File: config.mk
export PLATFORM = sky130hd
export DESIGN_NAME = tmr_clk_sel
export DESIGN_NICKNAME = d
export VERILOG_FILES = /design/src/rtl/tcs_pkg.sv /design/src/rtl/tcs_prescaler.sv /design/src/rtl/tcs_ext_qual.sv /design/src/rtl/tcs_counter.sv /design/src/rtl/tmr_clk_sel.sv
export SDC_FILE = /design/constraint.sdc
export NUM_CORES = 1
export LEC_CHECK = 0
export BUFFER_PORTS_ARGS = -buffer_cell sky130_fd_sc_hd__buf_2
export CAP_MARGIN = 20
export CORE_ASPECT_RATIO = 0.8
export CORE_MARGIN = 2
export CORE_UTILIZATION = 45
export DETAILED_ROUTE_END_ITERATION = 6
export PLACE_DENSITY = 0.78
export SLEW_MARGIN = 20
export SYNTH_ARGS = -nofsm -noshare
export SYNTH_HDL_FRONTEND = slang
export SYNTH_SLANG_ARGS = --single-unit
File: constraint.sdc
create_clock -name clk -period 2.9 [get_ports clk]
set_input_delay 0.58 -clock clk [delete_from_list [all_inputs] [get_ports clk]]
set_output_delay 0.58 -clock clk [all_outputs]
set_load 0.02 [all_outputs]
File: src/rtl/tcs_pkg.sv
package tcs_pkg;

    localparam int NUM_TAPS   = 6;
    localparam int TAP_SHIFT  = 2;
    localparam int PRE_W      = NUM_TAPS + TAP_SHIFT - 1;
    localparam int SEL_W      = 3;

    typedef enum logic [SEL_W-1:0] {
        SRC_DIV4   = 3'd0,
        SRC_DIV8   = 3'd1,
        SRC_DIV16  = 3'd2,
        SRC_DIV32  = 3'd3,
        SRC_DIV64  = 3'd4,
        SRC_DIV128 = 3'd5,
        SRC_EXT    = 3'd6,
        SRC_OFF    = 3'd7
    } src_sel_e;

    typedef struct packed {
        logic level;
        logic rise;
    } ext_stat_t;

    function automatic logic pick_tick(input logic [SEL_W-1:0] sel,
                                       input logic [NUM_TAPS-1:0] taps,
                                       input logic ext_rise);
        logic r;
        r = 1'b0;
        for (int k = 0; k < NUM_TAPS; k++) begin
            if (sel == SEL_W'(k)) r = taps[k];
        end
        if (src_sel_e'(sel) == SRC_EXT) r = ext_rise;
        return r;
    endfunction

endpackage

File: src/rtl/tcs_prescaler.sv
module tcs_prescaler
    import tcs_pkg::*;
(
    input  logic                clk,
    input  logic                rst,
    output logic [NUM_TAPS-1:0] taps
);

    logic [PRE_W-1:0] div_q;

    always_ff @(posedge clk) begin
        if (rst) div_q <= '0;
        else     div_q <= div_q + 1'b1;
    end

    for (genvar k = 0; k < NUM_TAPS; k++) begin : g_tap
        assign taps[k] = &div_q[k+TAP_SHIFT-1:0];
    end

    for (genvar k = 1; k < NUM_TAPS; k++) begin : g_nest

        tap_nesting_chk: assert property (@(posedge clk) disable iff (rst)
            taps[k] |-> taps[k-1]);
    end

endmodule

File: src/rtl/tcs_ext_qual.sv
module tcs_ext_qual
    import tcs_pkg::*;
(
    input  logic      clk,
    input  logic      rst,
    input  logic      pin,
    output ext_stat_t stat
);

    logic meta_q, sync_q, hist_q;
    logic level_q, rise_q;
    logic both_hi, both_lo;

    assign both_hi = sync_q & hist_q;
    assign both_lo = ~sync_q & ~hist_q;

    always_ff @(posedge clk) begin
        if (rst) begin
            meta_q  <= 1'b0;
            sync_q  <= 1'b0;
            hist_q  <= 1'b0;
            level_q <= 1'b0;
            rise_q  <= 1'b0;
        end else begin
            meta_q <= pin;
            sync_q <= meta_q;
            hist_q <= sync_q;
            if (both_hi)      level_q <= 1'b1;
            else if (both_lo) level_q <= 1'b0;
            rise_q <= both_hi & ~level_q;
        end
    end

    assign stat.level = level_q;
    assign stat.rise  = rise_q;


    ext_single_pulse_chk: assert property (@(posedge clk) disable iff (rst)
        rise_q |=> !rise_q);


    ext_rise_level_chk: assert property (@(posedge clk) disable iff (rst)
        rise_q |-> level_q);

endmodule

File: src/rtl/tcs_counter.sv
module tcs_counter
    import tcs_pkg::*;
#(
    parameter int CNT_W = 16
) (
    input  logic                clk,
    input  logic                rst,
    input  logic [SEL_W-1:0]    sel,
    input  logic [NUM_TAPS-1:0] taps,
    input  logic                ext_rise,
    output logic [CNT_W-1:0]    count,
    output logic                tick
);

    logic [CNT_W-1:0] cnt_q;

    assign tick = pick_tick(sel, taps, ext_rise);

    always_ff @(posedge clk) begin
        if (rst)       cnt_q <= '0;
        else if (tick) cnt_q <= cnt_q + 1'b1;
    end

    assign count = cnt_q;


    cnt_step_chk: assert property (@(posedge clk) disable iff (rst)
        tick |=> cnt_q == CNT_W'($past(cnt_q) + 1'b1));


    cnt_hold_chk: assert property (@(posedge clk) disable iff (rst)
        !tick |=> $stable(cnt_q));


    off_quiet_chk: assert property (@(posedge clk) disable iff (rst)
        (src_sel_e'(sel) == SRC_OFF) |-> !tick);


    cnt_reset_chk: assert property (@(posedge clk)
        rst |=> cnt_q == '0);

endmodule

File: src/rtl/tmr_clk_sel.sv
module tmr_clk_sel
    import tcs_pkg::*;
#(
    parameter int CNT_W = 16
) (
    input  logic             clk,
    input  logic             rst,
    input  logic             ext_clk_pin,
    input  logic [SEL_W-1:0] cc_sel,
    input  logic [SEL_W-1:0] pwm_sel,
    output logic [CNT_W-1:0] cc_count,
    output logic [CNT_W-1:0] pwm_count,
    output logic             cc_tick,
    output logic             pwm_tick,
    output logic             ext_level
);

    localparam int NUM_UNITS = 2;

    logic [NUM_TAPS-1:0]  taps;
    ext_stat_t            ext_stat;
    logic [SEL_W-1:0]     sel_v  [NUM_UNITS];
    logic [CNT_W-1:0]     cnt_v  [NUM_UNITS];
    logic [NUM_UNITS-1:0] tick_v;

    tcs_prescaler u_pre (
        .clk  (clk),
        .rst  (rst),
        .taps (taps)
    );

    tcs_ext_qual u_ext (
        .clk  (clk),
        .rst  (rst),
        .pin  (ext_clk_pin),
        .stat (ext_stat)
    );

    assign sel_v[0] = cc_sel;
    assign sel_v[1] = pwm_sel;

    for (genvar u = 0; u < NUM_UNITS; u++) begin : g_unit
        tcs_counter #(.CNT_W(CNT_W)) u_cnt (
            .clk      (clk),
            .rst      (rst),
            .sel      (sel_v[u]),
            .taps     (taps),
            .ext_rise (ext_stat.rise),
            .count    (cnt_v[u]),
            .tick     (tick_v[u])
        );
    end

    assign cc_count  = cnt_v[0];
    assign pwm_count = cnt_v[1];
    assign cc_tick   = tick_v[0];
    assign pwm_tick  = tick_v[1];
    assign ext_level = ext_stat.level;


    same_src_chk: assert property (@(posedge clk) disable iff (rst)
        (cc_sel == pwm_sel) |-> (cc_tick == pwm_tick));

endmodule

==> impl_metrics.csv, run 1 <==
group,metric,value,unit
synthesis,seq_area_frac_synth,40.7,%
sta,report.final.hold_viol_count,0,
global_routing,grt_pass1_wl,7.56,mm
cts,cts_hold_repair.buffers,0,
cts,ctsResizeCount,0,
setup_path,worstSetupEndpointType,"output pin",
sta,final_max_slew_viol_count,0,
final_layout,area_growth_syn_to_layout,17.1,%
final_layout,most_common_cell_after_layout_fill_and_taps_aside,"dfxtp_1",
cts,cts_tree,"built",
synthesis,postSynthAreaPerCell,8.72,µm²
cts,cts.clk_slew.worst_paths,0.08,ns
placed_design,routability_congestion,0.867,
global_routing,grt_pass1_vias,1680,
placed_design,place_hpwl,3.09,mm
cts,post_cts_setup_repair_buffer_count,0,
cts,clkLatencyLatePin,0.30,ns
synthesis,post_synthesis_net_count,263,
synthesis,ys_dominant_reg_cell,"dfxtp_1",
final_layout,drive_above_1_share,21.0,%
sta,max_freq,380,MHz
synthesis,synth_instances,248,
cts,htree_levels,2,
cts,buffer_type_at_the_clock_tree_root,"clkbuf_8",
final_layout,finish.net_count,304,
synthesis,post_synth_num_cell_types,43,
sta,fin_crit_sh,90.7,%
run,cap_viol_max_count,0,
sta,finalSetupViolCount,0,
synthesis,synth_edf_count,0,
global_routing,antenna_found_initial,0,
pwr,vdd.ir_drop.worst,287,µV
drt,post_drt_via_cell_ratio,5.52,
global_routing,groute.usage.overall,17.9,%
floorplanning,die_area,0.00538,mm²
drt,postRouteAntennaNets,0,
floorplanning,die_h,66.0,µm
synthesis,synth-seq-cells,44,
final_layout,commonest_non_fill_non_tap_cells_in_the_layout,"dfxtp_1, buf_2, a21oi_1",
final_layout,antennaDiodeCount,0,
sta,fin_setup_tns,0,ns
pwr,fin_total_pwr,0.00116,W
sta,layout_min_cycle_time,2.63,ns
global_routing,grt_start_max_net_pins,41,
drt,drt_iter0_drcs,67,
drt,drt_pre_antenna_iters,4,
cts,max-clock-path-buffers,2,
synthesis,synthesis.area,0.00216,mm²
sta,fin_skew,0.00504,ns
pwr,power_per_cell_area,460,mW/mm²
sta,max_slew.worst_pin.slew,0.734,ns
floorplanning,core-area,0.00460,mm²
cts,clkSinkCount,44,
sta,grt_setup_unrepaired,"false",
setup_path,setup.worst_path.start_class,"flip-flop",
drt,num_vias,1932,
setup_path,critical_path_arrival,2.05,ns
synthesis,proportion_of_synthesized_flip_flops_having_asynchronous_set_or_reset,0,%
pwr,total_leakage_power,0.988,nW
cts,cts-buffers-inserted,5,
setup_path,criticalPathCategory,"flip-flop to output pin",
sta,slew_headroom,51.0,%
global_routing,grt_overflow,0,
hold_path,timing.hold.worst.class,"flip-flop to flip-flop",
floorplanning,start_util,47.0,%
synthesis,ys.warnings.count,0,
floorplanning,design.portCount,44,
drt,detail_route.wirelength,4.30,mm
status,result_of_the_run,"finished, final reports clean",
floorplanning,placementRows,22,
floorplanning,die_w,81.5,µm
placed_design,portBuffers,43,
drt,post_drt_wl_per_cell,12.3,µm
setup_path,critPathMaxFanout,16,
setup_path,crit_required,2.32,ns
drt,drc_violations,0,
## cells by family after synthesis
group / count (synthesis) / synth area share, %
xor+xnor: 7 / 2.84
simple gates: 100 / 25.9
flops: 44 / 40.7
mux: 3 / 1.39
buf+inv: 21 / 4.11
compound gates: 67 / 21.6
fa+ha+maj: 6 / 3.47
## path summary, 6_finish.rpt
kind | from | to | slack (ns) | depth (start not counted)
min reg2reg | u_ext.level_q | u_ext.rise_q | 0.45 | 1
max reg2reg | u_pre.div_q[0] | g_unit[0].u_cnt.count[6] | 0.57 | 10
min | u_ext.level_q | u_ext.rise_q | 0.45 | 1
max | u_pre.div_q[0] | pwm_tick | 0.27 | 10
## flip-flops by register name, indices dropped and copies added, names as in the netlist
name and cells:
u_ext.hist_q 1, u_pre.div_q 7, u_ext.rise_q 1, u_ext.meta_q 1, u_ext.sync_q 1, g_unit.u_cnt.count 32
u_ext.level_q 1
## where the power goes
| part | internal [W] | switching (W) | leakage, nW | total, W |
|---|---|---|---|---|
| clock | 0.000255 | 0.000206 | 0.0541 | 0.000461 |
| sequential | 0.000613 | 0.0000101 | 0.356 | 0.000623 |
| combinational | 0.0000306 | 0.0000508 | 0.578 | 0.0000815 |
## layout make-up
type | count | area (µm²)
Fill cell | 437 | 2070
Multi-Input combinational cell | 183 | 1190
Sequential cell | 44 | 881
Timing Repair Buffer | 46 | 238
Tap cell | 60 | 75.1
Clock buffer | 5 | 68.8
Clock inverter | 3 | 42.5
Inverter | 9 | 33.8
## worst max-delay path: stages, from the launching register on
cell	delay, ns
dfxtp_1	0.37
ha_1	0.28
nand3_4	0.12
inv_1	0.09
ha_1	0.16
nor2b_1	0.05
a21oi_1	0.19
o211ai_2	0.11
buf_4	0.20
inv_1	0.05
buf_2	0.15
## Yosys cell counts, types with 2 or more instances
library cell | n | area, µm²
dfxtp_1 | 44 | 881
mux2i_1 | 3 | 30.0
xnor2_1 | 3 | 26.3
nand3_1 | 15 | 75.1
nor2b_1 | 6 | 37.5
or4_1 | 8 | 60.1
clkbuf_1 | 7 | 26.3
nand2_1 | 15 | 56.3
nor3_1 | 5 | 25.0
inv_1 | 9 | 33.8
and3_1 | 2 | 12.5
xor2_1 | 4 | 35.0
or3_1 | 15 | 93.8
and4_1 | 3 | 26.3
o41ai_1 | 2 | 17.5
buf_2 | 2 | 10.0
ha_1 | 6 | 75.1
a21oi_1 | 24 | 120
a21boi_0 | 2 | 15.0
o21ai_0 | 12 | 60.1
buf_1 | 2 | 7.51
nand2b_1 | 2 | 12.5
o211ai_2 | 2 | 25.0
o21a_1 | 9 | 67.6
nand4_1 | 6 | 37.5
o31ai_1 | 8 | 60.1
or2b_1 | 2 | 15.0
nor2_1 | 15 | 56.3
## routing by layer
| layer | vias up | part of all wire [%] | global-route usage [%] | wire (µm) |
|---|---|---|---|---|
| li1 | 1005 | - | - | - |
| met1 | 880 | 51 | 25.2 | 2190 |
| met2 | 40 | 42 | 26.1 | 1810 |
| met3 | 7 | 5.4 | 4.23 | 233 |
| met4 | 0 | 1.4 | 6.99 | 60 |
| met5 | - | 0 | 0 | 0 |
## stage by stage
stage                     util, %  hold slack [ns]  setup slack (ns)  cells  cell area [µm²]
after floorplan                 -            0.414             0.528    248             2160
after global placement       52.6            0.416             0.638    342             2420
after detailed placement     52.6            0.441             0.569    342             2420
after CTS                    55.1            0.454             0.235    350             2530
after global routing         55.1            0.476            0.0277    350             2530
final                        55.1            0.448             0.271    350             2530
Note: power is estimated with default switching activity, not from simulation.
==> run 2: changes to the inputs <==
==> constraint.sdc (replaced) <==
create_clock -name clk -period 3 [get_ports clk]
set_input_delay 0.6 -clock clk [delete_from_list [all_inputs] [get_ports clk]]
set_output_delay 0.6 -clock clk [all_outputs]
set_load 0.02 [all_outputs]
==> run 2 against run 1 <==
Via count stayed put. Die area stayed put. Design area is 1.9% higher. Utilization is 1.0 points higher. Cell count stayed put. Count of clock-buffer cells in the layout stayed put. Flip-flop and latch count stayed put. First-iteration DRC count is 36% higher. Critical path depth is 1 lower. Sequential power is 3.4% lower. Worst setup slack better by 0.051 ns. Critical path type unchanged. Critical endpoint is now cc_tick.
==> impl_metrics.csv, run 2 (same netlist as run 1, synthesis figures left out) <==
group,metric,value,unit
floorplanning,design.portCount,44,
sta,report.final.hold_viol_count,0,
sta,final_max_slew_viol_count,0,
floorplanning,die_area,0.00538,mm²
drt,post_drt_via_cell_ratio,5.52,
sta,max_slew.worst_pin.slew,0.749,ns
cts,cts_tree,"built",
drt,postRouteAntennaNets,0,
drt,drt_pre_antenna_iters,4,
floorplanning,die_h,66.0,µm
placed_design,portBuffers,43,
placed_design,placed_cell_area,0.00242,mm²
floorplanning,die_w,81.5,µm
hold_path,timing.hold.worst.class,"flip-flop to flip-flop",
final_layout,finish.net_count,304,
status,result_of_the_run,"finished, final reports clean",
setup_path,worstSetupEndpointType,"output pin",
sta,fin_setup_tns,0,ns
final_layout,largest_reg_flops,32,
run,cap_viol_max_count,0,
setup_path,crit_required,2.40,ns
cts,clkSinkCount,44,
drt,num_vias,1932,
hold_path,min-delay-start,"u_ext.level_q",
final_layout,layout.cell_area.non_filler,0.00258,mm²
final_layout,finalCoreUtilization,56.1,%
placed_design,routability_congestion,0.881,
cts,cts_hold_repair.buffers,0,
final_layout,area_growth_syn_to_layout,19.3,%
setup_path,criticalPathCategory,"flip-flop to output pin",
global_routing,groute.usage.overall,17.9,%
cts,max-clock-path-buffers,2,
placed_design,place_hpwl,3.24,mm
sta,slew_headroom,50.1,%
final_layout,most_common_cell_after_layout_fill_and_taps_aside,"dfxtp_1",
sta,fin_crit_sh,89.3,%
setup_path,r2r_cells,10,
final_layout,nFillCells,411,
sta,whs,0.446,ns
global_routing,antenna_found_initial,0,
pwr,total_leakage_power,1.01,nW
setup_path,rrSetupSlack,0.60,ns
cts,buffer_type_at_the_clock_tree_root,"clkbuf_8",
cts,cts.clk_slew.worst_paths,0.08,ns
final_layout,drive_above_1_share,21.0,%
cts,clkLatencyLatePin,0.29,ns
sta,finalSetupViolCount,0,
final_layout,antennaDiodeCount,0,
global_routing,grt_pass1_vias,1671,
global_routing,grt_pass1_wl,7.65,mm
sta,grt_setup_unrepaired,"false",
sta,max_freq,373,MHz
global_routing,grt_overflow,0,
setup_path,critPathMaxFanout,4,
setup_path,worst_r2r_startpoint,"u_pre.div_q[0]",
cts,htree_levels,2,
sta,fin_skew,0.00254,ns
drt,drt_iter0_drcs,91,
drt,post_drt_wl_per_cell,13.0,µm
hold_path,holdPathEnd,"u_ext.rise_q",
setup_path,critical_path_arrival,2.08,ns
setup_path,crit-reg2reg-capture,"g_unit[0].u_cnt.count[11]",
hold_path,timing.hold.worst_path_depth,1,
pwr,vdd.ir_drop.worst,327,µV
global_routing,grt_start_max_net_pins,41,
pwr,power_per_cell_area,505,mW/mm²
floorplanning,placementRows,22,
setup_path,setup.worst_path.start_class,"flip-flop",
cts,post_cts_setup_repair_buffer_count,0,
sta,layout_min_cycle_time,2.68,ns
floorplanning,start_util,47.0,%
final_layout,commonest_non_fill_non_tap_cells_in_the_layout,"dfxtp_1, buf_2, a21oi_1",
drt,detail_route.wirelength,4.56,mm
cts,cts-buffers-inserted,5,
cts,ctsResizeCount,0,
floorplanning,core-area,0.00460,mm²
drt,drc_violations,0,
## run 2: cell count changes in the layout (fill, tap and decap cells not counted)
cell and change:
bufinv_16 +2, clkinv_2 -1, clkinvlp_4 -1
## run 2: how the worst max path moves through the flow
stage / start / to / cells after the start
final: u_pre.div_q[0] / cc_tick / 9
after detailed placement: u_pre.div_q[0] / g_unit[0].u_cnt.count[9] / 10
after CTS: u_pre.div_q[0] / cc_tick / 9
after global routing: u_pre.div_q[0] / cc_tick / 9
after floorplan: u_pre.div_q[0] / pwm_tick / 10
after global placement: u_pre.div_q[0] / pwm_tick / 10
## run 2: power by group
part	switching [W]	internal [W]
Sequential	0.0000100	0.000592
Combinational	0.0000501	0.0000296
Clock	0.000203	0.000416
Total	0.000263	0.00104
## run 2: cell type report
| type | instances | area [µm²] | area share (%) |
|---|---|---|---|
| multi-input cells | 183 | 1190 | 46.2 |
| flip-flops and latches | 44 | 881 | 34.2 |
| repair buffers | 46 | 238 | 9.22 |
| clock inverters | 3 | 90.1 | 3.49 |
| well taps | 60 | 75.1 | 2.91 |
| clock buffers | 5 | 68.8 | 2.67 |
| inverters | 9 | 33.8 | 1.31 |
## run 2: critical path, stage by stage (launching register included)
cell and delay [ns]:
dfxtp_1 0.37, ha_1 0.27, nand3_4 0.12, inv_1 0.08, ha_1 0.16, nand2b_1 0.07
a2bb2oi_1 0.24, o211ai_2 0.12, inv_1 0.17, buf_2 0.19
## run 2: metal layers
metal,track usage (%),up-vias,part of all wire [%]
met5,0,-,0
met4,4.45,0,0.42
met3,3.96,2,5.1
met2,29.2,38,44
met1,23.9,893,50
li1,-,999,-
## run 2: per-stage QoR
stage          worst slack [ns]  power, W  cells
6_report                  0.322   0.00130    350
5_1_grt                   0.154   0.00135    350
4_1_cts                   0.298   0.00132    350
3_5_place_dp              0.616  0.000697    342
3_3_place_gp              0.712  0.000694    342
2_1_floorplan             0.608  0.000671    248
==> run 3: changes to the inputs <==
==> constraint.sdc (replaced) <==
create_clock -name clk -period 3.4 [get_ports clk]
set_input_delay 0.68 -clock clk [delete_from_list [all_inputs] [get_ports clk]]
set_output_delay 0.68 -clock clk [all_outputs]
set_load 0.02 [all_outputs]
==> run 3 against run 2 <==
Worst hold slack improved by 0.0038 ns. Critical path depth rose by 1. Clock power fell by 46%. Total power down 28%. Critical path type unchanged.
==> impl_metrics.csv, run 3 (same netlist as run 1, synthesis figures left out) <==
group,metric,value,unit
pwr,vdd.ir_drop.worst,234,µV
sta,max_freq,342,MHz
drt,dr.max_layer_used,"met4",
sta,layout_min_cycle_time,2.93,ns
hold_path,holdPathEnd,"u_ext.sync_q",
sta,fin_skew,0.00694,ns
hold_path,min-delay-start,"u_ext.meta_q",
pwr,switching_power,0.000221,W
placed_design,placed_cell_area,0.00241,mm²
cts,cts_hold_repair.buffers,0,
global_routing,antenna_found_initial,0,
pwr,power_report.internal_total,0.000714,W
cts,cts.clk_slew.worst_paths,0.07,ns
hold_path,timing.hold.worst.class,"flip-flop to flip-flop",
sta,max_slew.worst_pin.slew,0.754,ns
sta,final_max_slew_viol_count,0,
floorplanning,die_h,66.0,µm
sta,slew_headroom,49.8,%
drt,wl_met1,2.22,mm
drt,num_vias,1927,
floorplanning,die_area,0.00538,mm²
pwr,comb_power_share,7.5,%
cts,clkSinkCount,44,
setup_path,criticalPathCategory,"flip-flop to output pin",
cts,htree_levels,2,
pwr,total_leakage_power,0.975,nW
floorplanning,placementRows,22,
final_layout,antennaDiodeCount,0,
setup_path,critical_path_arrival,2.25,ns
drt,post_drt_wl_per_cell,12.7,µm
setup_path,worstSetupEndpointType,"output pin",
placed_design,portBuffers,43,
drt,postRouteAntennaNets,0,
cts,cts_tree,"built",
global_routing,grt_pass1_vias,1726,
pwr,pwr-share-seq,56.8,%
cts,cts-buffers-inserted,5,
final_layout,finish.net_count,303,
drt,drc_violations,0,
cts,clkLatencyLatePin,0.30,ns
drt,drt_iter0_drcs,85,
final_layout,largest_reg_flops,32,
drt,drt_pre_antenna_iters,4,
hold_path,timing.hold.worst_path_depth,1,
sta,finalSetupViolCount,0,
placed_design,place_hpwl,3.10,mm
setup_path,r2r_cells,10,
drt,detail_route.wirelength,4.43,mm
floorplanning,die_w,81.5,µm
pwr,power_per_cell_area,374,mW/mm²
floorplanning,design.portCount,44,
floorplanning,core-area,0.00460,mm²
sta,grt_setup_unrepaired,"false",
sta,report.final.hold_viol_count,0,
cts,ctsResizeCount,0,
status,result_of_the_run,"finished, final reports clean",
final_layout,commonest_non_fill_non_tap_cells_in_the_layout,"dfxtp_1, buf_2, a21oi_1",
setup_path,rrSetupSlack,1.01,ns
setup_path,critPathMaxFanout,28,
final_layout,layout.cell_area.non_filler,0.00250,mm²
setup_path,setup.worst_path.start_class,"flip-flop",
drt,post_drt_via_cell_ratio,5.52,
global_routing,grt_overflow,0,
global_routing,groute.usage.overall,17.8,%
global_routing,grt_start_max_net_pins,41,
placed_design,routability_congestion,0.923,
sta,fin_setup_tns,0,ns
drt,detailroute.wirelength.met3,246,µm
pwr,switching_share,23.6,%
setup_path,crit_required,2.72,ns
cts,buffer_type_at_the_clock_tree_root,"clkbuf_8",
setup_path,worst_r2r_startpoint,"u_pre.div_q[0]",
cts,max-clock-path-buffers,2,
global_routing,grt_pass1_wl,7.50,mm
final_layout,most_common_cell_after_layout_fill_and_taps_aside,"dfxtp_1",
sta,fin_crit_sh,86.1,%
drt,routed-wl-met2,1.91,mm
setup_path,crit-reg2reg-capture,"g_unit[1].u_cnt.count[3]",
cts,post_cts_setup_repair_buffer_count,0,
run,cap_viol_max_count,0,
floorplanning,start_util,47.0,%
pwr,p_clk_share,35.7,%
final_layout,area_growth_syn_to_layout,15.7,%
final_layout,drive_above_1_share,20.1,%
-- run 3: cell count changes in the layout (fill, tap and decap cells not counted), sizes merged --
cell | previous run | this run
buf | 46 | 45
bufinv | 3 | 0
clkbuf | 5 | 8
-- run 3: worst max-delay path, cell delays in order, from the launching register on --
cell	delay (ns)
dfxtp_1	0.37
ha_1	0.29
nand3_4	0.12
inv_1	0.08
ha_1	0.16
nand2b_1	0.06
a2bb2oi_1	0.18
o211ai_2	0.09
buf_4	0.23
inv_1	0.17
buf_2	0.19
-- run 3: routing by layer --
metal	vias to the layer above	track usage [%]
met1	889	23.5
met4	0	5.93
met5	-	0
met3	7	5.87
met2	35	27.5
li1	996	-
-- run 3: metrics by stage --
step | instances | setup WS [ns] | hold WS (ns) | util [%] | power, W
2_1_floorplan | 248 | 0.928 | 0.414 | - | 0.000592
3_3_place_gp | 341 | 0.857 | 0.416 | 52.5 | 0.000611
3_5_place_dp | 341 | 0.785 | 0.435 | 52.5 | 0.000613
4_1_cts | 349 | 0.449 | 0.453 | 54.4 | 0.000950
5_1_grt | 349 | 0.291 | 0.481 | 54.4 | 0.000981
6_report | 349 | 0.472 | 0.450 | 54.4 | 0.000935
-- run 3: worst max path at each step --
stage,start,endpoint,depth (start not counted)
after global placement,cc_sel[0],cc_tick,7
after detailed placement,u_pre.div_q[0],cc_tick,10
after floorplan,u_pre.div_q[0],pwm_tick,10
after CTS,u_pre.div_q[0],cc_tick,10
final,u_pre.div_q[0],cc_tick,10
after global routing,u_pre.div_q[0],cc_tick,10
-- run 3: power by group through the flow --
stage	logic [W]	clock network, W	registers (W)
3_3_place_gp	0.0000682	0	0.000543
3_5_place_dp	0.0000696	0	0.000543
2_1_floorplan	0.0000480	0	0.000544
6_report	0.0000696	0.000334	0.000531
5_1_grt	0.0000774	0.000370	0.000533
4_1_cts	0.0000699	0.000349	0.000531
-- run 3: cell type report --
| cell class | instances | area [µm²] |
|---|---|---|
| Multi-Input combinational cell | 183 | 1190 |
| Inverter | 9 | 33.8 |
| Clock buffer | 8 | 90.1 |
| Timing Repair Buffer | 45 | 230 |
| Tap cell | 60 | 75.1 |
| Sequential cell | 44 | 881 |
| Fill cell | 441 | 2090 |
